<file path="config.mk">
export PLATFORM = sky130hd
export DESIGN_NAME = ioc_ctrl
export DESIGN_NICKNAME = d
export VERILOG_FILES = /design/src/rtl/ioc_pkg.sv /design/src/rtl/ioc_sync.sv /design/src/rtl/ioc_edge_detect.sv /design/src/rtl/ioc_capture.sv /design/src/rtl/ioc_ctrl.sv
export SDC_FILE = /design/constraint.sdc
export NUM_CORES = 1
export LEC_CHECK = 0
export ABC_AREA = 1
export BUFFER_PORTS_ARGS = -buffer_cell sky130_fd_sc_hd__buf_2
export CELL_PAD_IN_SITES_DETAIL_PLACEMENT = 0
export CELL_PAD_IN_SITES_GLOBAL_PLACEMENT = 1
export CORE_ASPECT_RATIO = 1.5
export CORE_MARGIN = 1
export CORE_UTILIZATION = 41
export DETAILED_ROUTE_END_ITERATION = 8
export GPL_ROUTABILITY_DRIVEN = 0
export PLACE_DENSITY = 0.9
export SLEW_MARGIN = 20
export SYNTH_ARGS = -nofsm -noshare
export SYNTH_HDL_FRONTEND = slang
export SYNTH_SLANG_ARGS = --single-unit
export TNS_END_PERCENT = 20
</file>
<file path="constraint.sdc">
create_clock -name clk_i -period 3.3 [get_ports clk_i]
set_input_delay 0.495 -clock clk_i [delete_from_list [all_inputs] [get_ports clk_i]]
set_output_delay 0.495 -clock clk_i [all_outputs]
set_load 0.01 [all_outputs]
</file>
<file path="src/rtl/ioc_pkg.sv">
package ioc_pkg;

    // Capture engine: free to capture, or holding a snapshot until cleared
    typedef enum logic {
        CAP_IDLE = 1'b0,
        CAP_HELD = 1'b1
    } cap_state_e;

    localparam int unsigned SYNC_DEPTH_DEFAULT = 2;
    localparam int unsigned PIN_COUNT_DEFAULT  = 8;

endpackage

</file>
<file path="src/rtl/ioc_sync.sv">
module ioc_sync #(
    parameter int unsigned WIDTH  = ioc_pkg::PIN_COUNT_DEFAULT,
    parameter int unsigned STAGES = ioc_pkg::SYNC_DEPTH_DEFAULT
) (
    input  logic             clk_i,
    input  logic             rst_i,
    input  logic [WIDTH-1:0] async_i,
    output logic [WIDTH-1:0] sync_o
);

    localparam int unsigned LAST = STAGES - 1;

    logic [WIDTH-1:0] chain [STAGES];

    generate
        for (genvar s = 0; s < STAGES; s++) begin : g_stage
            if (s == 0) begin : g_first
                always_ff @(posedge clk_i) begin
                    if (rst_i) chain[s] <= '0;
                    else       chain[s] <= async_i;
                end
            end else begin : g_next
                always_ff @(posedge clk_i) begin
                    if (rst_i) chain[s] <= '0;
                    else       chain[s] <= chain[s-1];
                end
            end
        end
    endgenerate

    assign sync_o = chain[LAST];

endmodule

</file>
<file path="src/rtl/ioc_edge_detect.sv">
module ioc_edge_detect #(
    parameter int unsigned WIDTH = ioc_pkg::PIN_COUNT_DEFAULT
) (
    input  logic             clk_i,
    input  logic             rst_i,
    input  logic [WIDTH-1:0] level_i,
    input  logic [WIDTH-1:0] enable_i,
    output logic [WIDTH-1:0] hit_o
);

    logic [WIDTH-1:0] history_q;
    logic [WIDTH-1:0] toggled;

    // History follows the level on every pin regardless of the enable,
    // so turning an enable on never compares against a stale value.
    always_ff @(posedge clk_i) begin
        if (rst_i) history_q <= '0;
        else       history_q <= level_i;
    end

    generate
        for (genvar p = 0; p < WIDTH; p++) begin : g_pin
            assign toggled[p] = level_i[p] ^ history_q[p];
            assign hit_o[p]   = toggled[p] & enable_i[p];
        end
    endgenerate

endmodule

</file>
<file path="src/rtl/ioc_capture.sv">
module ioc_capture
    import ioc_pkg::*;
#(
    parameter int unsigned WIDTH = ioc_pkg::PIN_COUNT_DEFAULT
) (
    input  logic             clk_i,
    input  logic             rst_i,
    input  logic [WIDTH-1:0] hit_i,
    input  logic [WIDTH-1:0] level_i,
    input  logic             clr_i,
    output logic             irq_o,
    output logic [WIDTH-1:0] edge_snap_o,
    output logic [WIDTH-1:0] level_snap_o,
    output logic             pend_any_o
);

    typedef struct packed {
        logic [WIDTH-1:0] edges;
        logic [WIDTH-1:0] levels;
    } snap_t;

    cap_state_e       state_q;
    snap_t            snap_q;
    logic [WIDTH-1:0] pend_q;
    logic [WIDTH-1:0] gather;

    assign gather = pend_q | hit_i;

    always_ff @(posedge clk_i) begin
        if (rst_i) begin
            state_q <= CAP_IDLE;
            snap_q  <= '0;
            pend_q  <= '0;
        end else begin
            unique case (state_q)
                CAP_IDLE: begin
                    if (|gather) begin
                        snap_q.edges  <= gather;
                        snap_q.levels <= level_i;
                        pend_q        <= '0;
                        state_q       <= CAP_HELD;
                    end
                end
                CAP_HELD: begin
                    pend_q <= gather;
                    if (clr_i) state_q <= CAP_IDLE;
                end
                default: state_q <= CAP_IDLE;
            endcase
        end
    end

    assign irq_o        = (state_q == CAP_HELD);
    assign edge_snap_o  = snap_q.edges;
    assign level_snap_o = snap_q.levels;
    assign pend_any_o   = |pend_q;

endmodule

</file>
<file path="src/rtl/ioc_ctrl.sv">
module ioc_ctrl #(
    parameter int unsigned PIN_COUNT  = ioc_pkg::PIN_COUNT_DEFAULT,
    parameter int unsigned SYNC_DEPTH = ioc_pkg::SYNC_DEPTH_DEFAULT
) (
    input  logic                 clk_i,
    input  logic                 rst_i,
    input  logic [PIN_COUNT-1:0] pin_i,
    input  logic [PIN_COUNT-1:0] mask_i,
    input  logic                 clr_i,
    output logic                 irq_o,
    output logic [PIN_COUNT-1:0] edge_snap_o,
    output logic [PIN_COUNT-1:0] level_snap_o
);

    logic [PIN_COUNT-1:0] pin_sync;
    logic [PIN_COUNT-1:0] pin_hit;
    logic                 pend_any;

    ioc_sync #(.WIDTH(PIN_COUNT), .STAGES(SYNC_DEPTH)) i_sync (
        .clk_i   (clk_i),
        .rst_i   (rst_i),
        .async_i (pin_i),
        .sync_o  (pin_sync)
    );

    ioc_edge_detect #(.WIDTH(PIN_COUNT)) i_edge (
        .clk_i    (clk_i),
        .rst_i    (rst_i),
        .level_i  (pin_sync),
        .enable_i (mask_i),
        .hit_o    (pin_hit)
    );

    ioc_capture #(.WIDTH(PIN_COUNT)) i_cap (
        .clk_i        (clk_i),
        .rst_i        (rst_i),
        .hit_i        (pin_hit),
        .level_i      (pin_sync),
        .clr_i        (clr_i),
        .irq_o        (irq_o),
        .edge_snap_o  (edge_snap_o),
        .level_snap_o (level_snap_o),
        .pend_any_o   (pend_any)
    );

endmodule

</file>
==> reports/results.ini <==
[sta]
report.final.slew_viol_count=0
max-slew-margin-rel=0.3197
unrepaired_setup_endpoints_after_global_routing=no
timing.fmax_mhz=552.2
final.min_clock_period_ns=1.811
final-setup-viol-count=0
setup_total_negative_slack_ns=0
timing_hold_violations_final=0
timing.final.crit_share=0.5488
finalClockSkew_ns=0.007040
worst_pin_slew_ns=1.014

[detailed_routing]
viasPerCell=4.531
drt-wirelength-per-cell_um=9.444
drtAntennaViolNets=0
met3RoutedLength_um=128
wl_um=2937
drt_first_iter_violations=14
met1Wirelength_um=1475
top_routing_layer_in_use=met4
detail_route.first_pass.iterations=4
num_vias=1409
met2RoutedLength_um=1283
residual_drc=0

[synthesis]
ys_top_cells_by_area=sky130_fd_sc_hd__dfxtp_1 (55%), sky130_fd_sc_hd__nor2_1 (12%), sky130_fd_sc_hd__nand2_1 (7.9%)
synth_cells=235
yosysUniqueCellTypes=15
synthesis.area_mm2=0.001769
netlist.area_leader.share=0.5545
synth_top_cell_by_area=sky130_fd_sc_hd__dfxtp_1
synth-edff-count=0
ys_top_cells_by_count=sky130_fd_sc_hd__nor2_1 (56), sky130_fd_sc_hd__dfxtp_1 (49), sky130_fd_sc_hd__nand2_1 (37)
syn_avg_cell_area_um2=7.528
synth_sequential_area_ratio=0.5545
proportion_of_synthesized_flip_flops_having_asynchronous_set_or_reset=0
yosys_warnings=0
synth_seq_cells=49
syn_nets=254
postSynth.topFlopCell=sky130_fd_sc_hd__dfxtp_1
post-synth-top-count-cell=sky130_fd_sc_hd__nor2_1

[worst_setup_path]
timing.rr.start=i_cap.irq_o
worst_setup_path_end_kind=flop
crit-reg2reg-capture=i_cap.level_snap_o[0]
critPathRequiredTime_ns=3.53
setup.worst_path.class=reg -> reg
setup.reg_to_reg.worst_slack_ns=1.49
r2r.worst_path.cells=4
critPathLaunchType=flop
critPathMaxFanout=40
worstPathArrival_ns=2.04

[final_layout]
filler_cell_count=426
antennaDiodeCount=0
layout-area-overhead-vs-synth_pct=15.91
design.final.nets=284
final_layout_size_suffix_gt1_frac=0.1955

[floorplanning]
die-width_um=55.64
die_y_extent_um=82.46
placementRows=28
io-pin-count=36
floorplan.die_area_mm2=0.004587
core_region_area_mm2=0.004029
initial_utilization=0.4391

[grt]
grt_use_total=0.1429
grt_max_degree=41
first_pass_grt_wire_length_um=5126
grt_pass1_vias=1240
grt_antenna_before_repair=0
congestion_overflow_gr=0

[hold_path]
hp-class=in -> reg
hold_end=i_sync.chain[0][3]
hold_depth=3
min_from=pin_i[3]

[pwr]
p_total_mw=1.288
power.density_cell_area_mw_per_mm2=628.3
p_leak_nw=1.016
total_switching_power_mw=0.3383
sequentialPowerShare=0.513
swShare=0.2625
comb_power_share=0.169
power.internal_mw=0.9502
share_clk_of_total_power=0.318
max-vdd-ir-drop_mv=0.4555

[clocking]
cts_root_buffer=sky130_fd_sc_hd__clkbuf_8
cts_hold_buf=0
cts.repair.resized=0
cts_buffers=5
clkLatencyLatePin_ns=0.29
post_cts.repair.setup_buffers=0
tritoncts_num_sinks=49
h-tree-depth=2
clk_pin_slew_ns=0.08
cts.path.max_buffers=2
tritoncts=done

[job]
cap_violations=0

[placement]
hpwlAfterDp_um=1962
port_buffers=35

[status]
status=finished, final reports clean

-- power by group through the flow --
stage          clock network (mW)  logic (mW)  registers (mW)
2_1_floorplan                   0       0.151           0.691
3_3_place_gp                    0       0.216           0.675
3_5_place_dp                    0       0.220           0.675
4_1_cts                     0.428       0.221           0.662
5_1_grt                     0.446       0.250           0.667
6_report                    0.409       0.218           0.661
-- metrics by stage --
step | setup WS, ns | instances | cell area, µm² | hold slack (ns) | util
after floorplan | 1.882 | 235 | 1769 | 0.3883 | -
after global placement | 1.417 | 303 | 1939 | 0.3893 | 0.4814
after detailed placement | 1.417 | 303 | 1939 | 0.3917 | 0.4814
after CTS | 1.597 | 311 | 2051 | 0.3822 | 0.5090
after global routing | 1.297 | 311 | 2051 | 0.3918 | 0.5090
final | 1.489 | 311 | 2051 | 0.3956 | 0.5090
-- worst max-delay path by stage --
stage                                   from  cells past startpoint  slack (ns)               endpoint
final                            i_cap.irq_o                      4        1.49  i_cap.level_snap_o[0]
after global routing             i_cap.irq_o                      4        1.30  i_cap.level_snap_o[0]
after CTS                 i_sync.chain[1][3]                     10        1.60  i_cap.level_snap_o[0]
after detailed placement           mask_i[6]                      9        1.42  i_cap.level_snap_o[3]
after global placement             mask_i[3]                      9        1.42  i_cap.level_snap_o[3]
after floorplan                    mask_i[7]                      9        1.88   i_cap.edge_snap_o[7]
-- sequential cells by signal, summed over array words and instances (netlist names) --
name	flops
i_cap.edge_snap_o	8
i_cap.irq_o	1
i_cap.level_snap_o	8
i_cap.pend_q	8
i_edge.history_q	8
i_sync.chain	16
-- logic make-up after synthesis --
logic type / count (synthesis) / synth area share
compound gates: 18 / 0.05092
buf+inv: 42 / 0.09830
flops: 49 / 0.5545
simple gates: 126 / 0.2963
-- cell type report --
type | instances | area, µm² | share of cell area
Tap cell | 45 | 56.30 | 0.02746
Clock inverter | 2 | 38.79 | 0.01891
Inverter | 30 | 112.6 | 0.05491
Multi-Input combinational cell | 144 | 614.3 | 0.2996
Clock buffer | 6 | 72.57 | 0.03539
Timing Repair Buffer | 35 | 175.2 | 0.08542
Sequential cell | 49 | 980.9 | 0.4783
-- layout by cell type (no fill, tap or decap), drive strengths merged --
cell type,netlist,layout
nor2,63,63
bufinv,0,1
o21ai,1,1
a21oi,17,17
dfxtp,49,49
buf,4,35
nand2,38,38
clkinv,0,2
clkbuf,8,6
nor3,8,8
inv,30,29
nand3,17,17
-- critical path, stage by stage (launching register included) --
cell	delay, ns
sky130_fd_sc_hd__dfxtp_1	0.38
sky130_fd_sc_hd__clkinv_1	0.81
sky130_fd_sc_hd__nand3_1	0.36
sky130_fd_sc_hd__nand2_1	0.09
sky130_fd_sc_hd__nor2_1	0.11
-- layer usage --
metal,vias to the layer above,GRT usage
li1,774,-
met1,602,0.1754
met2,29,0.2337
met3,4,0.03894
met4,0,0.06750
met5,-,0
Power figures use the tool's default switching activity.
